`config.mk`:
```
export PLATFORM = sky130hd
export DESIGN_NAME = ctl_cfg_reg
export DESIGN_NICKNAME = d
export VERILOG_FILES = /design/src/rtl/ccr_pkg.sv /design/src/rtl/ccr_lock_unit.sv /design/src/rtl/ccr_err_unit.sv /design/src/rtl/ctl_cfg_reg.sv
export SDC_FILE = /design/constraint.sdc
export NUM_CORES = 1
export LEC_CHECK = 0
export BUFFER_PORTS_ARGS = -buffer_cell sky130_fd_sc_hd__buf_4
export CORE_ASPECT_RATIO = 0.6
export CORE_MARGIN = 2
export CORE_UTILIZATION = 30
export CTS_CLUSTER_DIAMETER = 40
export DETAILED_ROUTE_END_ITERATION = 7
export HOLD_SLACK_MARGIN = 0.08
export PLACE_DENSITY = 0.65
export SYNTH_ARGS = -nofsm -noshare
export SYNTH_HDL_FRONTEND = slang
export SYNTH_SLANG_ARGS = --single-unit
```
`constraint.sdc`:
```
create_clock -name clk -period 1.4 [get_ports clk]
set_input_delay 0 -clock clk [delete_from_list [all_inputs] [get_ports clk]]
set_output_delay 0 -clock clk [all_outputs]
set_load 0.005 [all_outputs]
```
`src/rtl/ccr_pkg.sv`:
```
package ccr_pkg;
    localparam int REG_W    = 32;
    localparam int PIN_W    = 4;
    localparam int LOCK_BIT = 31;
    localparam int ABRT_BIT = 24;
    localparam int FLAG_BIT = 23;
    localparam int UREN_BIT = 22;
    // plain read/write bits: 30:24 and 22:19
    localparam logic [REG_W-1:0] RW_MASK = 32'h7F78_0000;

    typedef struct packed {
        logic lock;
        logic armed;
    } lock_state_t;

    typedef struct packed {
        logic flag;
        logic sse;
    } err_state_t;

    typedef struct packed {
        logic [REG_W-1:0] rw;
    } fld_state_t;
endpackage

```
`src/rtl/ccr_lock_unit.sv`:
```
module ccr_lock_unit
    import ccr_pkg::*;
#(
    parameter logic [REG_W-1:0] LOCK_MASK = 32'h7FF8_0000
) (
    input  logic             clk,
    input  logic             rst_n,
    input  logic             wr_en,
    input  logic             wr_lock,
    output logic             lock_o,
    output logic [REG_W-1:0] fld_wmask_o
);
    lock_state_t st_d, st_q;

    always_comb begin
        st_d = st_q;
        if (wr_en && st_q.armed) begin
            st_d.lock  = wr_lock;
            st_d.armed = 1'b0;
        end
    end

    always_ff @(posedge clk) begin
        if (!rst_n) begin
            st_q <= '{lock: 1'b0, armed: 1'b1};
        end else begin
            st_q <= st_d;
        end
    end

    assign lock_o      = st_q.lock;
    assign fld_wmask_o = wr_en ? (RW_MASK & ~(st_q.lock ? LOCK_MASK : '0)) : '0;
endmodule

```
`src/rtl/ccr_err_unit.sv`:
```
module ccr_err_unit
    import ccr_pkg::*;
(
    input  logic clk,
    input  logic rst_n,
    input  logic unsup_req_i,
    input  logic flag_clr,
    input  logic uren,
    input  logic abrt_en,
    input  logic abort_err_i,
    input  logic serr_en_i,
    input  logic sse_clr_i,
    output logic flag_o,
    output logic serr_o,
    output logic sse_o
);
    err_state_t st_d, st_q;
    logic       serr_w;

    always_comb begin
        serr_w = serr_en_i & ((uren & st_q.flag) | (abrt_en & abort_err_i));
        st_d   = st_q;
        if (unsup_req_i)   st_d.flag = 1'b1;
        else if (flag_clr) st_d.flag = 1'b0;
        if (serr_w)         st_d.sse = 1'b1;
        else if (sse_clr_i) st_d.sse = 1'b0;
    end

    always_ff @(posedge clk) begin
        if (!rst_n) begin
            st_q <= '0;
        end else begin
            st_q <= st_d;
        end
    end

    assign flag_o = st_q.flag;
    assign serr_o = serr_w;
    assign sse_o  = st_q.sse;
endmodule

```
`src/rtl/ctl_cfg_reg.sv`:
```
module ctl_cfg_reg
    import ccr_pkg::*;
#(
    parameter logic [31:0] LOCK_MASK = 32'h7FF8_0000
) (
    input  logic        clk,
    input  logic        rst_n,
    input  logic        cfg_wr_en,
    input  logic [31:0] cfg_wr_data,
    output logic [31:0] cfg_rd_data,
    input  logic [3:0]  int_pin_i,
    input  logic        unsup_req_i,
    input  logic        abort_err_i,
    input  logic        serr_en_i,
    input  logic        sse_clr_i,
    output logic        serr_o,
    output logic        sse_o
);
    fld_state_t       fld_d, fld_q;
    logic [REG_W-1:0] wmask;
    logic             lock_w;
    logic             flag_w;

    ccr_lock_unit #(.LOCK_MASK(LOCK_MASK)) u_lock (
        .clk         (clk),
        .rst_n       (rst_n),
        .wr_en       (cfg_wr_en),
        .wr_lock     (cfg_wr_data[LOCK_BIT]),
        .lock_o      (lock_w),
        .fld_wmask_o (wmask)
    );

    ccr_err_unit u_err (
        .clk         (clk),
        .rst_n       (rst_n),
        .unsup_req_i (unsup_req_i),
        .flag_clr    (cfg_wr_en & cfg_wr_data[FLAG_BIT]),
        .uren        (fld_q.rw[UREN_BIT]),
        .abrt_en     (fld_q.rw[ABRT_BIT]),
        .abort_err_i (abort_err_i),
        .serr_en_i   (serr_en_i),
        .sse_clr_i   (sse_clr_i),
        .flag_o      (flag_w),
        .serr_o      (serr_o),
        .sse_o       (sse_o)
    );

    always_comb begin
        fld_d    = fld_q;
        fld_d.rw = (fld_q.rw & ~wmask) | (cfg_wr_data & wmask);
    end

    always_ff @(posedge clk) begin
        if (!rst_n) begin
            fld_q <= '0;
        end else begin
            fld_q <= fld_d;
        end
    end

    always_comb begin
        cfg_rd_data                 = fld_q.rw;
        cfg_rd_data[LOCK_BIT]       = lock_w;
        cfg_rd_data[FLAG_BIT]       = flag_w;
        cfg_rd_data[PIN_W-1:0]      = int_pin_i;
    end
endmodule

```
# After elaboration in Yosys (flattened, before gate mapping)
# Index checks and enable logic that the tools add are counted.
[op_classes] bitwise=10 reduce_logical=3 muxes=6
[op_table] operator="32-bit bitwise AND" count=2
[op_table] operator="31-bit 2-to-1 mux" count=2
[op_table] operator="32-bit inverter" count=1
[op_table] operator="32-bit OR" count=1
[op_table] operator="31-bit inverter" count=1
[op_table] operator="1-bit bitwise AND" count=4
[op_table] operator="1-bit 2-to-1 mux" count=4
[op_table] operator="2-bit nonzero test" count=2
[op_table] operator="1-bit logical AND" count=1
[op_table] operator="1-bit OR" count=1
[totals] in_bits=43 register_bits=36

# Longest topological paths before layout
# Gate-level depths: netlist of run 1.
[logic_depth] word_depth=6 mapped_depth=4

# By module
# Synthesis of run 1 repeated with hierarchy kept, for this count alone.
[unflattened] cells_unflattened=137 hier_area_um2=1443.9
[by_module_without_submodules] mod="ctl_cfg_reg" area_per_inst_um2=1042.2 cells_per_inst=87 instances=1 seq_area_each_um2=520.5
[by_module_without_submodules] mod="ccr_lock_unit" area_per_inst_um2=312.8 cells_per_inst=41 instances=1 seq_area_each_um2=40.0
[by_module_without_submodules] mod="ccr_err_unit" area_per_inst_um2=88.8 cells_per_inst=9 instances=1 seq_area_each_um2=40.0

# Worst setup path before layout of run 1
# No wires, ideal clock.
[synth_timing] kind="reg-to-reg" start="register u_lock.st_q (netlist bit u_lock.lock_o)" end="register (tool-made name)" path_stages_with_launch=5 setup_time_ps=118 required_time_ps=1282 slack_ps=516 period_less_slack_ps=884 path_buffers=1 t_arrival_ps=766 cell_sequence="dfxtp_1 and2b_1 buf_6 nand2_2 a21boi_2"
[synth_rtl] element="start, declared" line_no="ccr_lock_unit.sv:13" text="lock_state_t st_d, st_q;"
[synth_rtl] element="start signal, assigned" line_no="ccr_lock_unit.sv:25" text="st_q <= '{lock: 1'b0, armed: 1'b1};"
[synth_rtl] element="start signal, assigned" line_no="ccr_lock_unit.sv:27" text="st_q <= st_d;"

# Worst setup path in the final report of run 1
[layout_timing] start="input rst_n" end="register u_lock.st_q[0] (netlist bit)"
[layout_rtl] element="start, declared" line_no="ctl_cfg_reg.sv:7" text="input logic rst_n,"
# No word-level cell between the ends.

==> qor.yml, run 1 <==
layout:
  multi_input_area_um2: 365
  diodes: 0
  stdcell_count: 169
  fin_nets: 181
  area_growth_pct: 50.7
  finish.utilization: 0.480
  design_area_um2: 1220
  layout_common_cells: "buf_4 (34), dlygate4sd3_1 (21), nand2_1 (15), dfxtp_1 (15), conb_1 (15)"
  fillCellCount: 252
  final_common_cell: "buf_4"
  drive_gt1_frac: 0.416
  seq_area_um2: 300
routing:
  wire_per_inst_um: 10.7
  firstDrtPassIters: 4
  dr_total_vias: 674
  remaining_drc_errors: 0
  vias_per_cell: 3.99
  antenna_left: 0
  drt-total-wl_um: 1810
  drtIter0Drc: 24
clock_network:
  cts_made_buffers: 3
  htreeDepth: 1
  clk-insertion-delay-late_ns: 0.24
  cts.sinks: 15
  cts_tree: "yes"
  postCtsSetupBuffers: 0
  cts_root_buffer: "clkbuf_8"
  cts.path.max_buffers: 2
  clkTransAtPathRegs_ns: 0.06
die:
  initial_core_util: 0.319
  die_y_um: 44.2
  ios: 77
  die_w_um: 71.1
  rows: 14
  coreArea_um2: 2540
  dieArea_um2: 3140
critical_path:
  worstPathRequired_ns: 1.53
  regToRegSetupSlack_ns: 0.21
  crit_type: "in -> reg"
  arrival_ns: 1.36
  r2r_cells: 3
  end_kind: "flip-flop"
  cp_max_fo: 15
  worstReg2RegStart: "u_lock.lock_o"
  cp-start-kind: "primary input"
global_routing:
  grt_max_degree: 16
  antenna_found_initial: 0
  overflow: 0
  grt_pass1_vias: 565
  grt_pass1_wl_um: 2550
  gr-usage-all-layers: 0.106
yosys:
  yosys_register_bits: 15
  syn_area_per_cell_um2: 8.99
  synth_warnings: 0
  netlist_area_um2: 810
  ys_types: 20
  postSynthCellCount: 90
  ys_seq_area_frac: 0.371
timing:
  fmax_ghz: 0.815
  setup_viol: 0
  worstMarginPinSlew_ns: 0.565
  finalSetupTns_ns: 0
  slew_violations: 0
  finalCriticalPeriod_ns: 1.23
  relSlewSlack: 0.623
  finalHoldViolations: 0
  rsz0062_at_grt: "false"
  min_period_over_period: 0.877
  skew_ns: 0.000799
placement:
  placed_cell_area_um2: 965
  placed_cells: 144
  io_buffers: 34
  dp_hpwl_um: 1230
  place.gp.congestion: 0.704
run_status:
  outcome: "completed"
hold_path:
  hold_end: "u_err.flag_o"
  hp-class: "in -> reg"
  min-delay-start: "cfg_wr_data[23]"
  hold_path_depth: 4
power:
  leakage_nw: 0.556
  power.density_nw_per_um2: 847
  irDropWorstVdd_v: 0.000320
run:
  max_cap_violations: 0
cell type report:
| cell class | count | share of cell area |
|---|---|---|
| clock buffer | 4 | 0.0369 |
| inverter | 1 | 0.00308 |
| timing repair buffer | 55 | 0.382 |
| multi-input combinational | 62 | 0.299 |
| tap | 32 | 0.0328 |
| sequential | 15 | 0.246 |
logic make-up (layout without fill, tap and decap cells):
family | Yosys count | after routing | share of synthesized area
AO/OA/AOI/OAI | 16 | 16 | 0.189
flip-flops | 15 | 15 | 0.371
buffers and inverters | 27 | 60 | 0.243
other | 1 | 15 | 0.00463
AND/OR/NAND/NOR | 31 | 31 | 0.193
synth_stat cells:
library cell | number | share of area
nor2b_1 | 3 | 0.023
a21boi_0 | 1 | 0.0093
buf_4 | 23 | 0.21
buf_2 | 1 | 0.0062
nand2b_1 | 1 | 0.0077
nand2_2 | 10 | 0.077
nand2_1 | 15 | 0.070
a22oi_1 | 1 | 0.0093
conb_1 | 1 | 0.0046
and2b_1 | 1 | 0.0093
dfxtp_1 | 15 | 0.37
a21boi_1 | 1 | 0.0093
a21boi_2 | 10 | 0.14
o21ai_0 | 1 | 0.0062
inv_1 | 1 | 0.0046
buf_6 | 1 | 0.014
nand3_1 | 1 | 0.0062
clkbuf_1 | 1 | 0.0046
a21oi_1 | 1 | 0.0062
o21a_1 | 1 | 0.0093
routing by layer:
metal | GRT usage | wire length, um | vias up
met2 | 0.187 | 899 | 28
met1 | 0.126 | 769 | 307
met5 | 0 | 0 | -
li1 | - | - | 339
met3 | 0.0478 | 139 | 0
met4 | 0.0113 | 0 | 0
worst max path at each step:
stage / startpoint / end / slack [ns] / cells past startpoint
2_1_floorplan: u_lock.lock_o / flip-flop / 0.52 / 4
3_3_place_gp: u_lock.lock_o / flip-flop / 0.24 / 3
3_5_place_dp: u_lock.lock_o / flip-flop / 0.17 / 3
4_1_cts: cfg_wr_en / flip-flop / 0.15 / 5
5_1_grt: cfg_wr_en / flip-flop / 0.05 / 5
6_report: rst_n / u_lock.st_q[0] / 0.17 / 4
worst max-delay path, cell delays in order:
cell,delay (ns)
dlygate4sd3_1,0.53
buf_4,0.18
o21ai_0,0.10
dlygate4sd3_1,0.56
through the flow:
| step | setup slack [ns] | power [mW] | hold slack (ns) |
|---|---|---|---|
| 4_1_cts | 0.148 | 1.05 | 0.0896 |
| 5_1_grt | 0.0505 | 1.09 | 0.107 |
| 3_3_place_gp | 0.235 | 0.646 | 0.0000346 |
| 2_1_floorplan | 0.516 | 0.608 | 0.0808 |
| 6_report | 0.173 | 1.03 | 0.0952 |
| 3_5_place_dp | 0.171 | 0.651 | 0.0000346 |
power by group:
part	total (mW)	internal (mW)	switching, mW
registers	0.469	0.453	0.0159
clock network	0.344	0.201	0.143
logic	0.220	0.133	0.0868
repair_timing:
item / CTS / global route
gates resized for setup: 0 / 0
endpoints found under the setup margin: 0 / 0
hold buffers: 21 / 0
hold endpoints to repair: 19 / 0
No activity file was read; power rests on OpenSTA's default activity.
==> run 2, diff against run 1 <==
--- a/config.mk
+++ b/config.mk
@@ -12,7 +12,8 @@
 export CTS_CLUSTER_DIAMETER = 40
 export DETAILED_ROUTE_END_ITERATION = 7
 export HOLD_SLACK_MARGIN = 0.08
-export PLACE_DENSITY = 0.65
+export PLACE_DENSITY = 0.54
 export SYNTH_ARGS = -nofsm -noshare
 export SYNTH_HDL_FRONTEND = slang
+export SYNTH_HIERARCHICAL = 1
 export SYNTH_SLANG_ARGS = --single-unit
==> run 2 against run 1 <==
Critical path depth increased by 2; worst hold slack improved by 0.018 ns; non-clock buffer count increased by 31.
==> qor.yml, run 2 <==
run_status:
  outcome: "completed"
clock_network:
  postCtsSetupBuffers: 0
  clkTransAtPathRegs_ns: 0.06
  cts_root_buffer: "clkbuf_8"
  cts_tree: "yes"
  cts.path.max_buffers: 2
  cts_made_buffers: 5
  clk-insertion-delay-late_ns: 0.27
  htreeDepth: 2
  cts.sinks: 30
layout:
  fin_nets: 248
  final_common_cell: "buf_4"
  stdcell_count: 267
  drive_gt1_frac: 0.353
  design_area_um2: 2060
  diodes: 0
  area_growth_pct: 47.2
  layout_common_cells: "buf_4 (64), dfxtp_1 (30), mux2i_1 (27)"
routing:
  remaining_drc_errors: 0
  wl_met1_um: 1200
  wire_per_inst_um: 10.6
  drtIter0Drc: 23
  drt-total-wl_um: 2820
  dr_wl_met2_um: 1350
  firstDrtPassIters: 2
  highest_layer: "met3"
  dr_total_vias: 1032
  vias_per_cell: 3.87
  antenna_left: 0
  wl_met3_um: 272
global_routing:
  overflow: 0
  antenna_found_initial: 0
  grt_pass1_wl_um: 4710
  grt_pass1_vias: 1108
  grt_max_degree: 33
  gr-usage-all-layers: 0.115
placement:
  dp_slack_ns: 0.130
  place.gp.congestion: 0.605
  placed_cell_area_um2: 1760
  io_buffers: 64
  dp_hpwl_um: 1930
  placed_cells: 240
yosys:
  postSynthCellCount: 131
  netlist_area_um2: 1400
  synth_warnings: 6
  syn_area_per_cell_um2: 10.7
power:
  p_comb_frac: 0.180
  power.density_nw_per_um2: 947
  pwr-share-clk: 0.339
  irDropWorstVdd_v: 0.000456
  p_sw_frac: 0.218
  internal-power_mw: 1.52
  p_switching_uw: 426
  seqPwrFrac: 0.481
  leakage_nw: 1.06
timing:
  finalCriticalPeriod_ns: 1.33
  fmax_ghz: 0.754
  slew_violations: 0
  setup_viol: 0
  finalHoldViolations: 0
  min_period_over_period: 0.947
  fin_ws_ns: 0.0743
  skew_ns: 0.00259
die:
  initial_core_util: 0.310
  coreArea_um2: 4520
  die_y_um: 56.9
  die_w_um: 92.2
  rows: 19
  dieArea_um2: 5240
  ios: 77
critical_path:
  crit_type: "in -> reg"
  cp-start-kind: "primary input"
  end_kind: "flip-flop"
  worstPathRequired_ns: 1.56
  cp_max_fo: 10
  arrival_ns: 1.49
hold_path:
  hp-class: "in -> reg"
run:
  max_cap_violations: 0
[run 2: what timing repair did]
action | 4_1_cts | 5_1_grt
hold buffers | 21 | 0
endpoints found under the setup margin | 0 | 2
gates resized for setup | 0 | 1
hold endpoints to repair | 19 | 0
[run 2: layer usage]
metal	GRT usage	up-vias
li1	-	523
met4	0.0320	0
met3	0.0523	0
met2	0.193	48
met1	0.133	461
met5	0	-
[run 2: per-stage QoR]
step                 util  setup TNS (ns)  total power [mW]  hold WS, ns
finish              0.456               0              1.95        0.113
global placement    0.390               0              1.25    0.0000601
CTS                 0.455               0              1.99        0.114
detailed placement  0.390               0              1.26    0.0000601
global route        0.456        -0.00838              2.06        0.137
floorplan               -               0              1.16       0.0762
[run 2: final timing paths]
path                      start       endpoint  slack, ns  cells past startpoint
hold / removal            rst_n   u_err/flag_o       0.11                      2
setup / recovery      cfg_wr_en      flip-flop       0.07                      6
setup reg to reg      flip-flop    u_err/sse_o       0.10                      3
hold reg to reg   u_lock/lock_o  u_lock/lock_o       0.49                      2
[run 2: final cells by class]
| cell class | instances | area, um2 |
|---|---|---|
| Fill cell | 459 | 2460 |
| Timing Repair Buffer | 86 | 702 |
| Sequential cell | 30 | 601 |
| Multi-Input combinational cell | 81 | 592 |
| Clock buffer | 6 | 82.6 |
| Tap cell | 63 | 78.8 |
| Inverter | 1 | 3.75 |
[run 2: power groups by stage]
stage	combinational (mW)	sequential [mW]	clock [mW]
floorplan	0.201	0.957	0
global placement	0.296	0.954	0
detailed placement	0.304	0.956	0
CTS	0.353	0.938	0.695
global route	0.385	0.945	0.731
finish	0.352	0.938	0.660
[run 2: critical path, cell delays in order]
cell,delay [ns]
dlygate4sd3_1,0.53
buf_4,0.12
nor2b_1,0.23
buf_6,0.22
mux2i_1,0.21
and2b_1,0.19
==> run 3, diff against run 2 <==
--- a/config.mk
+++ b/config.mk
@@ -7,7 +7,7 @@
 export LEC_CHECK = 0
 export BUFFER_PORTS_ARGS = -buffer_cell sky130_fd_sc_hd__buf_4
 export CORE_ASPECT_RATIO = 0.6
-export CORE_MARGIN = 2
+export CORE_MARGIN = 3
 export CORE_UTILIZATION = 30
 export CTS_CLUSTER_DIAMETER = 40
 export DETAILED_ROUTE_END_ITERATION = 7
==> constraint.sdc (replaced) <==
create_clock -name clk -period 1.4 [get_ports clk]
set_input_delay 0.35 -clock clk [delete_from_list [all_inputs] [get_ports clk]]
set_output_delay 0.35 -clock clk [all_outputs]
set_load 0.005 [all_outputs]
==> run 3 against run 2 <==
Clock power shrank 5.0%; via count shrank 12%; critical path type is now reg -> out; die area grew 5.8%; non-clock buffer count shrank 21.
==> qor.yml, run 3 (synthesis gave the netlist of run 2 again) <==
hold_path:
  hp-class: "in -> reg"
routing:
  firstDrtPassIters: 2
  remaining_drc_errors: 0
  drt-total-wl_um: 2590
  wire_per_inst_um: 10.6
  antenna_left: 0
  drtIter0Drc: 12
  vias_per_cell: 3.71
  dr_total_vias: 906
die:
  die_y_um: 58.9
  initial_core_util: 0.325
  ios: 77
  coreArea_um2: 4300
  die_w_um: 94.2
  dieArea_um2: 5550
  rows: 18
power:
  power.density_nw_per_um2: 1010
  pwr-share-clk: 0.335
  p_comb_frac: 0.163
  internal-power_mw: 1.45
  p_sw_frac: 0.223
  leakage_nw: 0.974
  irDropWorstVdd_v: 0.000331
  seqPwrFrac: 0.502
  p_switching_uw: 417
  total_power_mw: 1.87
layout:
  finish.utilization: 0.430
  fillCellCount: 428
  stdcell_count: 244
  final_common_cell: "buf_4"
  diodes: 0
  layout_common_cells: "buf_4 (64), dfxtp_1 (29), mux2i_1 (27)"
  fin_nets: 227
  drive_gt1_frac: 0.397
  design_area_um2: 1850
  area_growth_pct: 32.4
placement:
  placed_cell_area_um2: 1770
  dp_hpwl_um: 1970
  dp_slack_ns: 0.0539
  io_buffers: 64
  place.gp.congestion: 0.660
  placed_cells: 237
critical_path:
  worstPathRequired_ns: 1.05
  crit_type: "reg -> out"
  r2r_cells: 4
  max_stage_delay_ns: 0.33
  regToRegSetupSlack_ns: 0.21
  path_cells: "a22oi_2, nor2b_1, buf_4"
  cp_max_fo: 3
  end_kind: "primary output"
  slowest_stage: "dfxtp_2"
  cp-start-kind: "flip-flop"
  arrival_ns: 0.98
  worstReg2RegStart: "u_lock/lock_o"
  crit_end: "serr_o"
global_routing:
  grt_max_degree: 33
  grt_pass1_wl_um: 3950
  overflow: 0
  gr-usage-all-layers: 0.0939
  antenna_found_initial: 0
  grt_pass1_vias: 863
timing:
  fmax_ghz: 0.751
  hold_ws_ns: 0.288
  rsz0062_at_grt: "false"
  min_period_over_period: 0.951
  finalHoldViolations: 0
  finalCriticalPeriod_ns: 1.33
  skew_ns: 0.00263
  slew_violations: 0
  setup_viol: 0
  finalSetupTns_ns: 0
  fin_ws_ns: 0.0691
clock_network:
  cts.path.max_buffers: 2
  postCtsHoldBufs: 0
  postCtsSetupBuffers: 0
  clkTransAtPathRegs_ns: 0.06
  cts.sinks: 30
  ctsResizeCount: 0
  htreeDepth: 2
  cts_tree: "yes"
  cts_made_buffers: 5
  clk-insertion-delay-late_ns: 0.27
  cts_root_buffer: "clkbuf_8"
run_status:
  outcome: "completed"
run:
  max_cap_violations: 0
## run 3: cell count changes in the layout (fill, tap and decap cells not counted), sizes merged
cell	change
clkbuf	+1
dlygate4sd3	-21
## run 3: worst min-delay path by stage
stage	end	slack [ns]	start	cells after the start
final	u_err/flag_o	0.29	unsup_req_i	2
after global placement	u_lock/st_q[0]	0.45	u_lock/st_q[0]	2
after detailed placement	u_lock/st_q[0]	0.46	u_lock/st_q[0]	2
after CTS	u_err/flag_o	0.27	unsup_req_i	2
after global routing	u_err/flag_o	0.29	unsup_req_i	2
after floorplan	u_lock/st_q[0]	0.43	rst_n	1
## run 3: final cells by class
cell class	count	area [um2]	area share
repair buffers	65	500	0.270
inverters	1	3.75	0.00203
multi-input cells	81	594	0.321
clock buffers	7	76.3	0.0412
well taps	60	75.1	0.0405
flip-flops and latches	30	602	0.325
## run 3: worst max-delay path, delay by kind of cell, from the launching register on
kind	cells	cell delay, ns
compound gates	1	0.18
buf+inv	1	0.13
simple gates	1	0.07
flops	1	0.33
## run 3: power groups by stage
stage               clock network [mW]  logic [mW]  registers, mW
CTS                              0.663       0.311          0.940
global placement                     0       0.304          0.955
global route                     0.691       0.335          0.947
finish                           0.627       0.305          0.940
floorplan                            0       0.201          0.958
detailed placement                   0       0.310          0.957
## run 3: metal layers
| metal | track usage | vias up | share of wire |
|---|---|---|---|
| li1 | - | 482 | - |
| met1 | 0.118 | 388 | 0.46 |
| met2 | 0.140 | 32 | 0.44 |
| met5 | 0 | - | 0 |
| met4 | 0.0453 | 0 | 0.015 |
| met3 | 0.0396 | 4 | 0.080 |
